[src/rtl/porgen_pkg.sv]
package porgen_pkg;
  typedef struct packed {
    logic dbClr;
    logic dbInc;
    logic stClr;
    logic stInc;
  } strobe_t;
endpackage

[src/rtl/porgen_dp.sv]
module porgen_dp
  import porgen_pkg::*;
#(
  parameter int DEBOUNCE_CYCLES = 1000000,
  parameter int STRETCH_CYCLES  = 10000000
) (
  input  logic    clk,
  input  logic    manRstN,
  input  strobe_t strb,
  output logic    syncMan,
  output logic    dbDone,
  output logic    stDone
);
  localparam int DW = $clog2(DEBOUNCE_CYCLES + 1);
  localparam int SW = $clog2(STRETCH_CYCLES + 1);

  logic          sync1 = 1'b1;
  logic          sync2 = 1'b1;
  logic [DW-1:0] dbCnt = '0;
  logic [SW-1:0] stCnt = '0;
  logic          live  = 1'b0;

  always_ff @(posedge clk) begin
    live  <= 1'b1;
    sync1 <= manRstN;
    sync2 <= sync1;
    if (strb.dbClr)      dbCnt <= '0;
    else if (strb.dbInc) dbCnt <= dbCnt + 1'b1;
    if (strb.stClr)      stCnt <= '0;
    else if (strb.stInc) stCnt <= stCnt + 1'b1;
  end

  assign syncMan = sync2;
  assign dbDone  = (dbCnt == DW'(DEBOUNCE_CYCLES - 1));
  assign stDone  = (stCnt == SW'(STRETCH_CYCLES - 1));


  restart_chk: assert property (@(posedge clk) disable iff (!live)
    strb.stClr |=> (stCnt == '0));


  db_range_chk: assert property (@(posedge clk) disable iff (!live)
    dbCnt <= DW'(DEBOUNCE_CYCLES - 1));
endmodule

[src/rtl/porgen_ctrl.sv]
module porgen_ctrl
  import porgen_pkg::*;
(
  input  logic    clk,
  input  logic    supplyOk,
  input  logic    syncMan,
  input  logic    dbDone,
  input  logic    stDone,
  output strobe_t strb,
  output logic    holding
);
  logic dbLevel = 1'b1;
  logic holdQ   = 1'b1;
  logic live    = 1'b0;
  logic differ;
  logic trig;

  always_comb begin
    differ     = (syncMan != dbLevel);
    trig       = !supplyOk || !dbLevel;
    strb.dbClr = !differ || dbDone;
    strb.dbInc = differ && !dbDone;
    strb.stClr = trig || !holdQ;
    strb.stInc = !trig && holdQ && !stDone;
  end

  always_ff @(posedge clk) begin
    live <= 1'b1;
    if (differ && dbDone) dbLevel <= syncMan;
    if (trig)                 holdQ <= 1'b1;
    else if (holdQ && stDone) holdQ <= 1'b0;
  end

  assign holding = holdQ;


  supply_hold_chk: assert property (@(posedge clk) disable iff (!live)
    !supplyOk |=> holding);


  manual_hold_chk: assert property (@(posedge clk) disable iff (!live)
    !dbLevel |=> holding);


  release_chk: assert property (@(posedge clk) disable iff (!live)
    $fell(holding) |-> ($past(stDone) && $past(supplyOk) && $past(dbLevel)));


  debounce_chk: assert property (@(posedge clk) disable iff (!live)
    (dbLevel != $past(dbLevel)) |-> ($past(dbDone) && ($past(syncMan) == dbLevel)));
endmodule

[src/rtl/por_reset_gen.sv]
module por_reset_gen
  import porgen_pkg::*;
#(
  parameter int DEBOUNCE_CYCLES = 1000000,
  parameter int STRETCH_CYCLES  = 10000000
) (
  input  logic clk,
  input  logic supplyOk,
  input  logic manRstN,
  output logic rstN,
  output logic rst
);
  strobe_t strb;
  logic    syncMan;
  logic    dbDone;
  logic    stDone;
  logic    holding;

  porgen_dp #(
    .DEBOUNCE_CYCLES(DEBOUNCE_CYCLES),
    .STRETCH_CYCLES (STRETCH_CYCLES)
  ) uDp (
    .clk    (clk),
    .manRstN(manRstN),
    .strb   (strb),
    .syncMan(syncMan),
    .dbDone (dbDone),
    .stDone (stDone)
  );

  porgen_ctrl uCtrl (
    .clk     (clk),
    .supplyOk(supplyOk),
    .syncMan (syncMan),
    .dbDone  (dbDone),
    .stDone  (stDone),
    .strb    (strb),
    .holding (holding)
  );

  assign rstN = !holding;
  assign rst  = holding;
endmodule

[config.mk]
export PLATFORM = sky130hd
export DESIGN_NAME = por_reset_gen
export DESIGN_NICKNAME = d
export VERILOG_FILES = /design/src/rtl/porgen_pkg.sv /design/src/rtl/porgen_dp.sv /design/src/rtl/porgen_ctrl.sv /design/src/rtl/por_reset_gen.sv
export SDC_FILE = /design/constraint.sdc
export NUM_CORES = 1
export LEC_CHECK = 0
export ABC_AREA = 1
export CORE_ASPECT_RATIO = 1.25
export CORE_MARGIN = 2
export CORE_UTILIZATION = 51
export DETAILED_ROUTE_END_ITERATION = 12
export DONT_BUFFER_PORTS = 1
export PLACE_DENSITY = 0.66
export RECOVER_POWER = 25
export SLEW_MARGIN = 5
export SYNTH_ARGS = -nofsm -noshare
export SYNTH_HDL_FRONTEND = slang
export SYNTH_SLANG_ARGS = --single-unit
[constraint.sdc]
create_clock -name clk -period 2.1 [get_ports clk]
set_input_delay 0.315 -clock clk [delete_from_list [all_inputs] [get_ports clk]]
set_output_delay 0.315 -clock clk [all_outputs]
set_load 0.05 [all_outputs]
==> flow_results.xml, run 1 <==
<?xml version="1.0" encoding="UTF-8"?>
<metrics>
  <group name="synthesis">
    <metric name="synth-compound-area-share" unit="%">8.57</metric>
    <metric name="syn-mean-instance-area" unit="um^2">6.67</metric>
    <metric name="synth_most_common_cell" unit="">sky130_fd_sc_hd__nand2_1</metric>
    <metric name="netlist_area" unit="mm^2">0.00255</metric>
    <metric name="synth_cells" unit="">383</metric>
    <metric name="synth_sequential_area_ratio" unit="%">38.0</metric>
    <metric name="yosys_most_used_dff" unit="">sky130_fd_sc_hd__dfxtp_1</metric>
    <metric name="post_synth_most_frequent_cells" unit="">sky130_fd_sc_hd__nand2_1 (86), sky130_fd_sc_hd__nor2_1 (65), sky130_fd_sc_hd__dfxtp_1 (47), sky130_fd_sc_hd__inv_1 (39), sky130_fd_sc_hd__a21oi_1 (28)</metric>
    <metric name="netlist.top_cell.by_area" unit="">sky130_fd_sc_hd__dfxtp_1</metric>
    <metric name="synth.distinct_cells" unit="">34</metric>
    <metric name="ys.warnings.count" unit="">0</metric>
    <metric name="postSynthNetCount" unit="">388</metric>
    <metric name="async_flop_share" unit="%">0</metric>
    <metric name="post_synth_main_area_contributors" unit="">sky130_fd_sc_hd__dfxtp_1 (37%), sky130_fd_sc_hd__nand2_1 (13%), sky130_fd_sc_hd__nor2_1 (9.5%)</metric>
    <metric name="synth_top_family_by_area" unit="">simple AND/OR/NAND/NOR gates</metric>
    <metric name="synth_enable_flop_cells" unit="">1</metric>
    <metric name="synth.area.mux_share" unit="%">0</metric>
    <metric name="post_synth_fa_ha_maj_area_fraction" unit="%">0.979</metric>
    <metric name="xor_and_xnor_fraction_of_the_mapped_netlist_area" unit="%">2.40</metric>
    <metric name="post_synth_and_or_nand_nor_area_fraction" unit="%">42.5</metric>
    <metric name="yosysTopAreaCellShare" unit="%">36.8</metric>
    <metric name="synth_seq_cells" unit="">48</metric>
  </group>
  <group name="sta">
    <metric name="worstMarginPinSlew" unit="ns">0.595</metric>
    <metric name="report.final.slew_viol_count" unit="">0</metric>
    <metric name="clock-skew-final" unit="ns">0.0148</metric>
    <metric name="fmax" unit="MHz">574</metric>
    <metric name="finalSetupViolations" unit="">0</metric>
    <metric name="fin_crit_sh" unit="%">82.9</metric>
    <metric name="setup_repair_after_global_routing_missed_its_margin" unit="">no</metric>
    <metric name="finalWorstSetupSlack" unit="ns">0.358</metric>
    <metric name="final-hold-violation-count" unit="">0</metric>
    <metric name="timing.setup.tns" unit="ns">0</metric>
    <metric name="finalWorstPathRequiredPeriod" unit="ns">1.74</metric>
    <metric name="max_slew_margin" unit="%">60.5</metric>
  </group>
  <group name="final_layout">
    <metric name="areaGrowthSynthToFinish" unit="%">5.09</metric>
    <metric name="post_route_cells_drive_above_1_share" unit="%">8.21</metric>
    <metric name="fillerInstances" unit="">498</metric>
    <metric name="layout.nets" unit="">394</metric>
    <metric name="area.sequential" unit="um^2">971</metric>
    <metric name="multi_input_gate_area" unit="mm^2">0.00136</metric>
    <metric name="final_core_util" unit="%">56.4</metric>
    <metric name="insertedDiodeCount" unit="">0</metric>
  </group>
  <group name="pwr">
    <metric name="vdd.ir_drop.worst" unit="mV">0.382</metric>
    <metric name="power_density" unit="mW/mm^2">569</metric>
    <metric name="leakage" unit="uW">0.000891</metric>
  </group>
  <group name="floorplanning">
    <metric name="die_area" unit="mm^2">0.00560</metric>
    <metric name="core.rowCount" unit="">28</metric>
    <metric name="floorplan.io_pins" unit="">5</metric>
    <metric name="core_region_area" unit="mm^2">0.00476</metric>
    <metric name="starting_density_of_the_core" unit="%">53.6</metric>
    <metric name="die_width" unit="um">67.3</metric>
    <metric name="die_height" unit="um">83.1</metric>
  </group>
  <group name="flow_run">
    <metric name="cap_violations" unit="">0</metric>
  </group>
  <group name="setup_path">
    <metric name="crit_fanout" unit="">6</metric>
    <metric name="critical_path.cell_chain" unit="">ha_1, nand3_1, inv_1, nand2_1, nor2_1, nand4_1, nor2_1</metric>
    <metric name="worstPathArrival" unit="ns">1.76</metric>
    <metric name="crit_path_max_incr_delay" unit="ns">0.42</metric>
    <metric name="critical_path.slowest_cell" unit="">sky130_fd_sc_hd__dfxtp_1</metric>
    <metric name="worst-r2r-setup-slack" unit="ns">0.36</metric>
    <metric name="rr_startpoint" unit="">uDp.dbCnt[0]</metric>
    <metric name="cp_class" unit="">flip-flop to flip-flop</metric>
    <metric name="r2r.worst_path.cells" unit="">7</metric>
    <metric name="cp_common_cell" unit="">sky130_fd_sc_hd__nor2_1</metric>
    <metric name="crit_path_end_kind" unit="">flip-flop</metric>
    <metric name="cp.required" unit="ns">2.11</metric>
    <metric name="rr_endpoint" unit="">uCtrl.dbLevel</metric>
    <metric name="critical_path.startpoint_type" unit="">flip-flop</metric>
  </group>
  <group name="hold_path">
    <metric name="whs_path_depth" unit="">0</metric>
    <metric name="timing.hold.worst.start" unit="">manRstN</metric>
    <metric name="min-delay-path-class" unit="">input pin to flip-flop</metric>
    <metric name="hold-path-endpoint" unit="">uDp.sync1</metric>
  </group>
  <group name="clock_network">
    <metric name="cts.repair.resized" unit="">0</metric>
    <metric name="clk-insertion-delay-late" unit="ns">0.31</metric>
    <metric name="postCtsSetupBuffers" unit="">0</metric>
    <metric name="tritoncts" unit="">yes</metric>
    <metric name="cts_sinks" unit="">48</metric>
    <metric name="cts_made_buffers" unit="">5</metric>
    <metric name="htreeDepth" unit="">2</metric>
    <metric name="cts_root_buffer" unit="">sky130_fd_sc_hd__clkbuf_8</metric>
    <metric name="maximum_clock_path_buffer_count" unit="">2</metric>
    <metric name="clkTransAtPathRegs" unit="ns">0.09</metric>
    <metric name="postCtsHoldBufs" unit="">0</metric>
  </group>
  <group name="outcome">
    <metric name="run_status" unit="">finished clean</metric>
  </group>
  <group name="grt">
    <metric name="grt_antenna_before_repair" unit="">0</metric>
    <metric name="grt_overflow" unit="">0</metric>
    <metric name="grt_first_pass_wirelength" unit="um">9180</metric>
    <metric name="number_of_global_route_vias_before_repair" unit="">2117</metric>
    <metric name="grt.met3_usage" unit="%">3.79</metric>
    <metric name="met1_usage_in_global_routing" unit="%">23.3</metric>
    <metric name="largest_net_degree_at_the_start_of_global_routing" unit="">23</metric>
    <metric name="most_utilized_layer_in_the_global_route_result" unit="">met2</metric>
    <metric name="gr-usage-met2" unit="%">37.9</metric>
    <metric name="grt_usage" unit="%">21.0</metric>
  </group>
  <group name="detailed_routing">
    <metric name="routed_wire_length_per_instance" unit="um">12.0</metric>
    <metric name="drt_drc" unit="">0</metric>
    <metric name="drtAntennaViolNets" unit="">0</metric>
    <metric name="detailedRoute.firstIterationViolations" unit="">134</metric>
    <metric name="post_drt_via_cell_ratio" unit="">5.11</metric>
    <metric name="drt_pre_antenna_iters" unit="">4</metric>
    <metric name="via_count" unit="">2301</metric>
    <metric name="detail_route.wirelength" unit="um">5420</metric>
  </group>
  <group name="placed_design">
    <metric name="dp_slack" unit="ns">0.380</metric>
    <metric name="numPortBuffers" unit="">0</metric>
    <metric name="dpl.hpwl" unit="um">4180</metric>
    <metric name="place.gp.congestion" unit="">0.908</metric>
  </group>
</metrics>
[final cells by class]
cell class	instances	area share, %
Multi-Input combinational cell	285	50.7
Sequential cell	48	36.2
Clock inverter	3	0.839
Clock buffer	5	2.56
Tap cell	60	2.80
Inverter	46	6.43
Timing Repair Buffer	3	0.559
[worst max-delay path: cells and delay by family (launching register included)]
kind / cells / cell delay, ns
buffers and inverters: 1 / 0.10
adders and majority gates: 1 / 0.26
DFF: 1 / 0.42
and+or+nand+nor: 5 / 0.69
[layer usage]
metal  vias to the layer above  part of all wire [%]
li1                       1256                     -
met1                      1006                    43
met2                        26                    53
met3                        13                   1.7
met4                         0                   2.6
met5                         -                     0
[registers in the layout, summed over array words and instances, names as in the netlist]
register and count:
uDp.stCnt 24, uDp.dbCnt 20, uCtrl.dbLevel 1, uCtrl.holding 1, uDp.sync1 1, uDp.syncMan 1
[stage by stage]
| step | cells | hold slack [ns] | power, uW | area [um^2] |
|---|---|---|---|---|
| finish | 450 | 0.0374 | 1530 | 2690 |
| global route | 450 | 0.0145 | 1600 | 2690 |
| CTS | 450 | 0.0223 | 1560 | 2720 |
| detailed placement | 442 | 0.316 | 987 | 2630 |
| global placement | 442 | 0.317 | 986 | 2630 |
| floorplan | 383 | 0.310 | 977 | 2550 |
[where the power goes]
group | switching [uW] | internal (uW) | total, uW
sequential | 8.07 | 921 | 929
combinational | 23.8 | 10.2 | 33.9
clock | 328 | 237 | 565
[logic make-up after synthesis]
logic type	after synthesis
fa+ha+maj	2
flops	48
xor+xnor	7
simple gates	233
compound gates	43
buf+inv	50
[placed cells by master, fill, tap and decap left out, drive strengths merged, types with 2 or more instances in the layout]
cell type / netlist / routed
a21oi: 28 / 28
inv: 46 / 47
o21ai: 13 / 13
clkbuf: 2 / 7
dfxtp: 47 / 47
nand3: 28 / 28
nand4: 13 / 13
nor2: 69 / 69
nand2: 93 / 93
nor3: 19 / 19
and2: 2 / 2
ha: 2 / 2
or2: 2 / 2
xor2: 6 / 6
nor4: 2 / 2
nand3b: 3 / 3
[worst max-delay path by stage]
stage,end,cells past startpoint,slack [ns],start
after global routing,uDp.stCnt[19],7,0.21,uDp.stCnt[2]
after CTS,uCtrl.dbLevel,7,0.37,uDp.dbCnt[0]
final,uCtrl.dbLevel,7,0.36,uDp.dbCnt[0]
after global placement,uCtrl.dbLevel,7,0.42,uDp.dbCnt[0]
after detailed placement,uCtrl.dbLevel,7,0.38,uDp.dbCnt[0]
after floorplan,uDp.stCnt[22],5,0.28,uCtrl.holding
No activity file was read; power rests on OpenSTA's default activity.
==> run 2, diff against run 1 <==
- PLACE_DENSITY: 0.66 -> 0.69
- clock period: 2.1 -> 1.6 ns (I/O delays scaled with it)
==> run 2 against run 1 <==
Compared with the run above: die area did not move; setup slack lost 0.21 ns; critical path depth up 3; clock skew is 0.0058 ns lower; first-iteration DRC count is 40% lower; sequential share of layout area is 1.2 points lower; register-to-register slack worse by 0.21 ns; combinational power up 85%; global-route usage increased by 0.85 points; sequential power is 31% higher; via count rose by 3.6%; highest routed layer unchanged.
==> flow_results.xml, run 2 (synthesis results as in run 1) <==
<?xml version="1.0" encoding="UTF-8"?>
<metrics>
  <group name="outcome">
    <metric name="run_status" unit="">finished clean</metric>
  </group>
  <group name="detailed_routing">
    <metric name="post_drt_via_cell_ratio" unit="">5.21</metric>
    <metric name="drt_pre_antenna_iters" unit="">4</metric>
    <metric name="detail_route.wirelength" unit="um">5570</metric>
    <metric name="drt_drc" unit="">0</metric>
    <metric name="detailedRoute.firstIterationViolations" unit="">80</metric>
    <metric name="routed_wire_length_per_instance" unit="um">12.2</metric>
    <metric name="drtAntennaViolNets" unit="">0</metric>
    <metric name="via_count" unit="">2383</metric>
  </group>
  <group name="clock_network">
    <metric name="clk-insertion-delay-late" unit="ns">0.30</metric>
    <metric name="clkTransAtPathRegs" unit="ns">0.09</metric>
    <metric name="cts_root_buffer" unit="">sky130_fd_sc_hd__clkbuf_8</metric>
    <metric name="cts_sinks" unit="">48</metric>
    <metric name="htreeDepth" unit="">2</metric>
    <metric name="postCtsSetupBuffers" unit="">0</metric>
    <metric name="tritoncts" unit="">yes</metric>
    <metric name="maximum_clock_path_buffer_count" unit="">2</metric>
    <metric name="cts_made_buffers" unit="">5</metric>
  </group>
  <group name="pwr">
    <metric name="power_density" unit="mW/mm^2">714</metric>
    <metric name="power.total" unit="uW">2000</metric>
    <metric name="vdd.ir_drop.worst" unit="mV">0.380</metric>
    <metric name="leakage" unit="uW">0.000944</metric>
  </group>
  <group name="grt">
    <metric name="grt_first_pass_wirelength" unit="um">9610</metric>
    <metric name="grt_overflow" unit="">0</metric>
    <metric name="largest_net_degree_at_the_start_of_global_routing" unit="">20</metric>
    <metric name="grt_usage" unit="%">21.8</metric>
    <metric name="number_of_global_route_vias_before_repair" unit="">2286</metric>
    <metric name="grt_antenna_before_repair" unit="">0</metric>
  </group>
  <group name="final_layout">
    <metric name="largest_reg_flops" unit="">24</metric>
    <metric name="areaGrowthSynthToFinish" unit="%">9.40</metric>
    <metric name="top_flop_regs" unit="">uDp.stCnt: 24 flops, uDp.dbCnt: 20 flops</metric>
    <metric name="fillerInstances" unit="">472</metric>
    <metric name="commonest_cells_after_routing_fill_and_taps_aside" unit="">sky130_fd_sc_hd__nand2_1 (86), sky130_fd_sc_hd__nor2_1 (64), sky130_fd_sc_hd__dfxtp_1 (45), sky130_fd_sc_hd__inv_1 (38), sky130_fd_sc_hd__a21oi_1 (28)</metric>
    <metric name="fin_cells" unit="">457</metric>
    <metric name="area.sequential" unit="um^2">976</metric>
    <metric name="top_register" unit="">uDp.stCnt</metric>
    <metric name="layout.nets" unit="">401</metric>
    <metric name="final_core_util" unit="%">58.7</metric>
    <metric name="post_route_cells_drive_above_1_share" unit="%">11.8</metric>
    <metric name="insertedDiodeCount" unit="">0</metric>
    <metric name="multi_input_gate_area" unit="mm^2">0.00140</metric>
    <metric name="most_common_cell_after_layout_fill_and_taps_aside" unit="">sky130_fd_sc_hd__nand2_1</metric>
  </group>
  <group name="floorplanning">
    <metric name="core.rowCount" unit="">28</metric>
    <metric name="starting_density_of_the_core" unit="%">53.6</metric>
    <metric name="core_region_area" unit="mm^2">0.00476</metric>
    <metric name="die_area" unit="mm^2">0.00560</metric>
    <metric name="die_height" unit="um">83.1</metric>
    <metric name="floorplan.io_pins" unit="">5</metric>
    <metric name="die_width" unit="um">67.3</metric>
  </group>
  <group name="flow_run">
    <metric name="cap_violations" unit="">0</metric>
  </group>
  <group name="sta">
    <metric name="finalWorstPathRequiredPeriod" unit="ns">1.46</metric>
    <metric name="fmax" unit="MHz">687</metric>
    <metric name="finalSetupViolations" unit="">0</metric>
    <metric name="final-hold-violation-count" unit="">0</metric>
    <metric name="max_slew_margin" unit="%">60.3</metric>
    <metric name="worstMarginPinSlew" unit="ns">0.598</metric>
    <metric name="setup_repair_after_global_routing_missed_its_margin" unit="">no</metric>
    <metric name="fin_crit_sh" unit="%">90.9</metric>
    <metric name="report.final.slew_viol_count" unit="">0</metric>
    <metric name="timing.setup.tns" unit="ns">0</metric>
    <metric name="holdWs" unit="ns">0.0317</metric>
    <metric name="clock-skew-final" unit="ns">0.00895</metric>
  </group>
  <group name="setup_path">
    <metric name="crit_fanout" unit="">6</metric>
    <metric name="cp_class" unit="">flip-flop to flip-flop</metric>
    <metric name="cp.required" unit="ns">1.80</metric>
    <metric name="critical_path.startpoint_type" unit="">flip-flop</metric>
    <metric name="crit_path_end_kind" unit="">flip-flop</metric>
    <metric name="worstPathArrival" unit="ns">1.66</metric>
  </group>
  <group name="hold_path">
    <metric name="min-delay-path-class" unit="">input pin to flip-flop</metric>
  </group>
  <group name="placed_design">
    <metric name="place.gp.congestion" unit="">0.889</metric>
    <metric name="dpl.hpwl" unit="um">4270</metric>
    <metric name="numPortBuffers" unit="">0</metric>
    <metric name="place_inst" unit="">448</metric>
  </group>
</metrics>
run 2: metal layers:
layer  vias up  GRT usage [%]  wire, um
met1      1072           22.6      2330
li1       1272              -         -
met3        11           3.79        87
met4         0           9.28       148
met5         -              0         0
met2        28           41.0      3010
run 2: area by class of cell:
class,count,share of cell area (%)
Clock buffer,5,2.46
Clock inverter,3,0.671
Inverter,46,6.31
Multi-Input combinational cell,285,50.0
Sequential cell,48,34.9
Tap cell,60,2.69
Timing Repair Buffer,10,3.00
run 2: path summary, 6_finish.rpt:
check                                  start            end  slack (ns)  cells after the start
worst max-delay path            uDp.stCnt[0]   uDp.stCnt[6]        0.14                     10
worst min-delay path                supplyOk  uCtrl.holding        0.03                      1
worst max register to register  uDp.stCnt[0]   uDp.stCnt[6]        0.14                     10
worst min register to register     uDp.sync1    uDp.syncMan        0.35                      0
run 2: stage by stage:
stage / area [um^2] / worst slack (ns)
2_1_floorplan: 2570 / 0.0364
3_3_place_gp: 2700 / 0.136
3_5_place_dp: 2700 / 0.119
4_1_cts: 2800 / 0.0944
5_1_grt: 2800 / 0.00562
6_report: 2800 / 0.145
run 2: timing repair:
| item | CTS | global route |
|---|---|---|
| hold buffers | 1 | 0 |
| endpoints found under the setup margin | 0 | 25 |
| gates resized for setup | 0 | 3 |
| endpoints found under the hold margin | 1 | 0 |
run 2: where the power goes:
group	leakage, uW	total, uW	internal (uW)	switching, uW
Sequential	0.000390	1220	1210	8.04
Combinational	0.000506	62.7	25.7	37.1
Clock	0.0000479	719	305	413
run 2: worst max-delay path, stage by stage (launching register included):
cell                      delay, ns
sky130_fd_sc_hd__dfxtp_1       0.36
sky130_fd_sc_hd__ha_2          0.22
sky130_fd_sc_hd__nand2_2       0.07
sky130_fd_sc_hd__nor2_4        0.15
sky130_fd_sc_hd__nand2_2       0.09
sky130_fd_sc_hd__nor2_4        0.12
sky130_fd_sc_hd__nand2_2       0.11
sky130_fd_sc_hd__nand2_1       0.11
sky130_fd_sc_hd__nand2_1       0.05
sky130_fd_sc_hd__nand2_1       0.05
sky130_fd_sc_hd__nor2_1        0.03
